$ cat src/rtl/dip2_mon_pkg.sv
package dip2_mon_pkg;

  localparam int STAT_W = 2;

  localparam logic [STAT_W-1:0] STAT_STARVING  = 2'b00;
  localparam logic [STAT_W-1:0] STAT_HUNGRY    = 2'b01;
  localparam logic [STAT_W-1:0] STAT_SATISFIED = 2'b10;

  typedef enum logic {
    SYNC_OUT = 1'b0,
    SYNC_IN  = 1'b1
  } syncState_t;

  // parity outcome of one sequence, datapath -> control
  typedef struct packed {
    logic good;
    logic bad;
  } dipEvt_t;

  // strobes, control -> datapath
  typedef struct packed {
    logic checkEn;
    logic forceSat;
    logic forceStarve;
  } ctrlStrb_t;

endpackage

$ cat src/rtl/dip2_datapath.sv
module dip2_datapath
  import dip2_mon_pkg::*;
#(
  parameter int MAX_SLOTS = 256,
  parameter int SLOT_W    = $clog2(MAX_SLOTS)
) (
  input  logic              clk,
  input  logic              rstN,
  input  logic              wordValid,
  input  logic              wordIsDip,
  input  logic [STAT_W-1:0] statusWord,
  input  ctrlStrb_t         ctrl,
  output dipEvt_t           evt,
  output logic              statusOutValid,
  output logic [STAT_W-1:0] statusOut,
  output logic [SLOT_W-1:0] statusSlot
);

  localparam logic [SLOT_W-1:0] SLOT_LAST = SLOT_W'(MAX_SLOTS - 1);

  logic [STAT_W-1:0] parityAcc;
  logic [SLOT_W-1:0] slotCnt;
  logic              dipSeen;
  logic              statSeen;
  logic              parityMatch;
  logic [STAT_W-1:0] cleanStat;

  assign dipSeen     = wordValid &&  wordIsDip;
  assign statSeen    = wordValid && !wordIsDip;
  assign parityMatch = (parityAcc == statusWord);

  always_comb begin
    evt.good = dipSeen && ctrl.checkEn &&  parityMatch;
    evt.bad  = dipSeen && ctrl.checkEn && !parityMatch;
  end

  // starving in bypass wins over satisfied
  always_comb begin
    if (ctrl.forceStarve)   cleanStat = STAT_STARVING;
    else if (ctrl.forceSat) cleanStat = STAT_SATISFIED;
    else                    cleanStat = statusWord;
  end

  always_ff @(posedge clk) begin
    if (!rstN) begin
      parityAcc <= '0;
      slotCnt   <= '0;
    end else if (dipSeen) begin
      parityAcc <= '0;
      slotCnt   <= '0;
    end else if (statSeen) begin
      parityAcc <= parityAcc ^ statusWord;
      if (slotCnt != SLOT_LAST) slotCnt <= slotCnt + 1'b1;
    end
  end

  always_ff @(posedge clk) begin
    if (!rstN) begin
      statusOutValid <= 1'b0;
      statusOut      <= STAT_STARVING;
      statusSlot     <= '0;
    end else begin
      statusOutValid <= statSeen;
      if (statSeen) begin
        statusOut  <= cleanStat;
        statusSlot <= slotCnt;
      end
    end
  end

endmodule

$ cat src/rtl/dip2_control.sv
module dip2_control
  import dip2_mon_pkg::*;
#(
  parameter int IN_THR_W  = 5,
  parameter int OUT_THR_W = 4
) (
  input  logic                 clk,
  input  logic                 rstN,
  input  dipEvt_t              evt,
  input  logic [IN_THR_W-1:0]  cfgInsyncThr,
  input  logic [OUT_THR_W-1:0] cfgOutsyncThr,
  input  logic                 cfgNoStatus,
  output ctrlStrb_t            ctrl,
  output logic                 inSync,
  output logic                 dipErr
);

  syncState_t             state;
  logic [IN_THR_W-1:0]    goodCnt;
  logic [OUT_THR_W-1:0]   badCnt;
  logic [IN_THR_W:0]      goodNext;
  logic [OUT_THR_W:0]     badNext;
  logic [IN_THR_W:0]      inThrEff;
  logic [OUT_THR_W:0]     outThrEff;

  always_comb begin
    goodNext  = {1'b0, goodCnt} + {{IN_THR_W{1'b0}}, 1'b1};
    badNext   = {1'b0, badCnt} + {{OUT_THR_W{1'b0}}, 1'b1};
    inThrEff  = (cfgInsyncThr == '0)  ? {{IN_THR_W{1'b0}}, 1'b1}  : {1'b0, cfgInsyncThr};
    outThrEff = (cfgOutsyncThr == '0) ? {{OUT_THR_W{1'b0}}, 1'b1} : {1'b0, cfgOutsyncThr};
  end

  always_comb begin
    ctrl.checkEn     = !cfgNoStatus;
    ctrl.forceStarve = cfgNoStatus;
    ctrl.forceSat    = (state == SYNC_OUT);
  end

  assign inSync = (state == SYNC_IN);

  always_ff @(posedge clk) begin
    if (!rstN) begin
      state   <= SYNC_OUT;
      goodCnt <= '0;
      badCnt  <= '0;
      dipErr  <= 1'b0;
    end else begin
      dipErr <= evt.bad;
      if (cfgNoStatus) begin
        state   <= SYNC_IN;
        goodCnt <= '0;
        badCnt  <= '0;
      end else if (state == SYNC_OUT) begin
        badCnt <= '0;
        if (evt.good) begin
          if (goodNext >= inThrEff) begin
            state   <= SYNC_IN;
            goodCnt <= '0;
          end else begin
            goodCnt <= goodNext[IN_THR_W-1:0];
          end
        end else if (evt.bad) begin
          goodCnt <= '0;
        end
      end else begin
        goodCnt <= '0;
        if (evt.bad) begin
          if (badNext >= outThrEff) begin
            state  <= SYNC_OUT;
            badCnt <= '0;
          end else begin
            badCnt <= badNext[OUT_THR_W-1:0];
          end
        end else if (evt.good) begin
          badCnt <= '0;
        end
      end
    end
  end

endmodule

$ cat src/rtl/dip2_sync_monitor.sv
module dip2_sync_monitor
  import dip2_mon_pkg::*;
#(
  parameter int MAX_SLOTS = 256,
  parameter int IN_THR_W  = 5,
  parameter int OUT_THR_W = 4,
  parameter int SLOT_W    = $clog2(MAX_SLOTS)
) (
  input  logic                 clk,
  input  logic                 rstN,
  input  logic                 wordValid,
  input  logic                 wordIsDip,
  input  logic [1:0]           statusWord,
  input  logic [IN_THR_W-1:0]  cfgInsyncThr,
  input  logic [OUT_THR_W-1:0] cfgOutsyncThr,
  input  logic                 cfgNoStatus,
  output logic                 inSync,
  output logic                 dipErr,
  output logic                 statusOutValid,
  output logic [1:0]           statusOut,
  output logic [SLOT_W-1:0]    statusSlot
);

  dipEvt_t   evt;
  ctrlStrb_t ctrl;

  dip2_datapath #(
    .MAX_SLOTS(MAX_SLOTS),
    .SLOT_W   (SLOT_W)
  ) u_datapath (
    .clk           (clk),
    .rstN          (rstN),
    .wordValid     (wordValid),
    .wordIsDip     (wordIsDip),
    .statusWord    (statusWord),
    .ctrl          (ctrl),
    .evt           (evt),
    .statusOutValid(statusOutValid),
    .statusOut     (statusOut),
    .statusSlot    (statusSlot)
  );

  dip2_control #(
    .IN_THR_W (IN_THR_W),
    .OUT_THR_W(OUT_THR_W)
  ) u_control (
    .clk          (clk),
    .rstN         (rstN),
    .evt          (evt),
    .cfgInsyncThr (cfgInsyncThr),
    .cfgOutsyncThr(cfgOutsyncThr),
    .cfgNoStatus  (cfgNoStatus),
    .ctrl         (ctrl),
    .inSync       (inSync),
    .dipErr       (dipErr)
  );

endmodule

$ cat config.mk
export PLATFORM = sky130hd
export DESIGN_NAME = dip2_sync_monitor
export DESIGN_NICKNAME = d
export VERILOG_FILES = /design/src/rtl/dip2_mon_pkg.sv /design/src/rtl/dip2_datapath.sv /design/src/rtl/dip2_control.sv /design/src/rtl/dip2_sync_monitor.sv
export SDC_FILE = /design/constraint.sdc
export NUM_CORES = 1
export LEC_CHECK = 0
export BUFFER_PORTS_ARGS = -buffer_cell sky130_fd_sc_hd__buf_2
export CAP_MARGIN = 20
export CORE_MARGIN = 5
export CORE_UTILIZATION = 47
export CTS_BUF_LIST = sky130_fd_sc_hd__clkbuf_4 sky130_fd_sc_hd__clkbuf_8
export DETAILED_ROUTE_END_ITERATION = 16
export PLACE_DENSITY = 0.68
export SETUP_SLACK_MARGIN = 0.4
export SLEW_MARGIN = 20
export SYNTH_ARGS = -nofsm -noshare
export SYNTH_HDL_FRONTEND = slang
export SYNTH_HIERARCHICAL = 1
export SYNTH_SLANG_ARGS = --single-unit
$ cat constraint.sdc
create_clock -name clk -period 2.2 [get_ports clk]
set_input_delay 0.44 -clock clk [delete_from_list [all_inputs] [get_ports clk]]
set_output_delay 0.44 -clock clk [all_outputs]
set_load 0.03 [all_outputs]
==> flow_metrics.env <==
export IMPL_holdBufCountCts=0
export IMPL_mappedNetlistArea_sq_um=1782
export IMPL_r2r_slack_ps=310
export IMPL_rsz0062_at_grt="yes"
export IMPL_yosysMostFrequentCell="dfxtp_1"
export IMPL_max_cap_violations=0
export IMPL_ys_async_sr_fraction_pct=0
export IMPL_grt_pass1_vias=1428
export IMPL_power_leakage_nw=1.006
export IMPL_crit_path_end_kind="flip-flop"
export IMPL_final_core_util_pct=64.94
export IMPL_initial_core_util_pct=48.67
export IMPL_port_buffers=28
export IMPL_synth_top_area_share_pct=35.96
export IMPL_intPower_mw=0.9712
export IMPL_cpMostUsedCell="ha_4"
export IMPL_worst_pin_slew_ps=585.4
export IMPL_arrival_ps=2110
export IMPL_routed_wirelength_um=4090
export IMPL_diodes=0
export IMPL_dr_first_iter_drc_count=73
export IMPL_p_sw_share_pct=23.96
export IMPL_placed_cells=275
export IMPL_hpwlAfterDp_um=2615
export IMPL_min_period_ps=1893
export IMPL_gp_congestion=0.7366
export IMPL_maxSlewHeadroom_pct=60.65
export IMPL_whs_ps=446.9
export IMPL_route_detailed_vias_per_inst=5.353
export IMPL_antenna_found_initial=0
export IMPL_synth_cells=202
export IMPL_first_pass_iters=4
export IMPL_seq_power_share_pct=46.1
export IMPL_drcViolationCount=0
export IMPL_ios=29
export IMPL_clkPwrFrac_pct=43.7
export IMPL_grt_pass1_wl_um=6458
export IMPL_ir_drop_uv=270.4
export IMPL_cp_max_fo=4
export IMPL_cts_buffers=5
export IMPL_p_sw_mw=0.3060
export IMPL_post_drt_wl_per_cell_um=14.01
export IMPL_synth_edf_count=0
export IMPL_ys_warn_count=6
export IMPL_drv_slew=0
export IMPL_skew_ps=3.326
export IMPL_grt_max_degree=18
export IMPL_hold_path_end="u_datapath/statusOut[0]"
export IMPL_final_cells=292
export IMPL_fin_area_sq_um=2377
export IMPL_grt_use_met3_pct=4.488
export IMPL_path_class="flip-flop to flip-flop"
export IMPL_die_height_um=71.57
export IMPL_synth_seq_cells=32
export IMPL_ys_seq_area_share_pct=35.96
export IMPL_cts_path_max_buffers=2
export IMPL_synth_commonest_cells="dfxtp_1, nand2_1"
export IMPL_vias=1563
export IMPL_crit_required_ps=2420
export IMPL_worstHoldPathCells=2
export IMPL_cts_sinks=32
export IMPL_fillers=312
export IMPL_gr_usage_met1_pct=20.41
export IMPL_hold_viol=0
export IMPL_clockRootBuffer="clkbuf_8"
export IMPL_grt_use_total_pct=15.41
export IMPL_period_share_pct=86.03
export IMPL_syn_nets=230
export IMPL_setup_tns_ps=0
export IMPL_crit_slowest_cell="dfxtp_4"
export IMPL_status="completed"
export IMPL_synthTopCellsByArea="dfxtp_1, ha_1, nand2_1"
export IMPL_die_x_um=71.57
export IMPL_synthDistinctLibCells=46
export IMPL_setup_viol=0
export IMPL_avgSynthCellArea_sq_um=8.820
export IMPL_areaGrowthSynthToFinish_pct=33.43
export IMPL_share_comb_of_total_power_pct=10.2
export IMPL_critPathLaunchType="flip-flop"
export IMPL_ys_flop_type="dfxtp_1"
export IMPL_cts_clk_slew_worst_paths_ps=70
export IMPL_dpl_instance_area_sq_um=2004
export IMPL_drive_gt1_share_pct=35.25
export IMPL_reg2reg_depth=8
export IMPL_met2_usage_pct=24.69
export IMPL_min_path_type="flip-flop to flip-flop"
export IMPL_r2r_end="u_control/goodCnt[0]"
export IMPL_cp_cell_sequence="ha_4 -> nand3_4 -> xnor2_4 -> ha_4 -> a21oi_4 -> o21ai_4 -> nor3_4 -> mux2_4"
export IMPL_post_place_ws_ps=63.49
export IMPL_ant_nets=0
export IMPL_worstReg2RegStart="u_control/goodCnt[1]"
export IMPL_gr_total_overflow=0
export IMPL_gr_max_usage_layer="met2"
export IMPL_fin_total_pwr_mw=1.277
export IMPL_row_count=22
export IMPL_max_freq_mhz=528.4
export IMPL_powerDensity_nw_per_um2=537.3
export IMPL_clock_latency_ps=280
export IMPL_die_area_sq_um=5122
export IMPL_min_from="u_datapath/statusOut[0]"
export IMPL_yosys_area_top_type="dfxtp_1"
export IMPL_core_sq_um=3661
export IMPL_htreeDepth=2
export IMPL_fin_ws_ps=307.3
export IMPL_final_nets=271
export IMPL_cts_tree="yes"
export IMPL_cpPeakStageDelay_ps=390
## state kept, by name, indices dropped and copies added, names as in the netlist
name / flops
u_datapath/statusOut: 2
u_datapath/statusOutValid: 1
u_datapath/slotCnt: 8
u_datapath/parityAcc: 2
u_datapath/statusSlot: 8
u_control/goodCnt: 5
u_control/inSync: 1
u_control/dipErr: 1
u_control/badCnt: 4
## worst max-delay path, delay by kind of cell, from the launching register on
family	cells	cell delay, ps
AOI/OAI and AO/OA	2	270
xor gates and xnor gates	1	200
adders and majority gates	2	420
DFF	1	390
muxes	1	190
and+or+nand+nor	2	360
## cell type report
class,count,area [sq um],area share (%)
well taps,48,60.06,2.526
repair buffers,41,247.7,10.42
flip-flops and latches,32,658.1,27.68
clock inverters,3,42.54,1.789
clock buffers,5,68.82,2.895
inverters,12,55.05,2.316
multi-input cells,151,1245,52.37
## cell families after synthesis
group                    synth area share, %
AND/OR/NAND/NOR                        22.68
AO/OA/AOI/OAI                          21.98
flip-flops                             35.95
buffers and inverters                  5.196
adder cells (fa/ha/maj)                8.427
XOR/XNOR                               3.441
multiplexers                           2.317
## placed cells by master (no fill, tap or decap), types with 3 or more instances in the layout
cell and instances:
a211oi_1 3, a211oi_2 3, a21boi_1 12, a21oi_1 5
a22o_1 5, and2_1 3, buf_2 27, buf_4 12
clkbuf_8 5, dfxtp_1 26, dfxtp_4 4, ha_1 6
ha_4 5, inv_1 9, mux2i_1 3, nand2_1 28
nand2b_1 5, nand3_1 8, nand3_4 3, nor2_1 5
nor2b_1 7, nor3_1 3, o21ai_0 4, xor2_1 4
## power groups by stage
stage	Sequential, mW	Clock [mW]	Combinational, mW
finish	0.589	0.558	0.130
detailed placement	0.606	0	0.116
global route	0.590	0.594	0.144
CTS	0.589	0.574	0.123
global placement	0.606	0	0.115
floorplan	0.613	0	0.0700
## per-layer routing
metal	wire length, um	up-vias
met2	1976	33
met4	10	0
met1	1908	728
met3	194	2
li1	-	800
met5	0	-
## worst max path at each step
stage                          from              endpoint  depth (start not counted)
2_1_floorplan      cfgOutsyncThr[1]   u_control/badCnt[2]                          8
3_3_place_gp       cfgOutsyncThr[1]   u_control/badCnt[2]                          9
3_5_place_dp       cfgOutsyncThr[1]   u_control/badCnt[2]                          9
4_1_cts        u_control/goodCnt[0]  u_control/goodCnt[0]                          8
5_1_grt        u_control/goodCnt[1]  u_control/goodCnt[0]                          8
6_report       u_control/goodCnt[1]  u_control/goodCnt[0]                          8
## timing repair
item                       CTS  global route
setup endpoints to repair    8            10
pin swaps                   11            15
buffers inserted             6             3
gates resized for setup     20            15
Power figures use the tool's default switching activity.
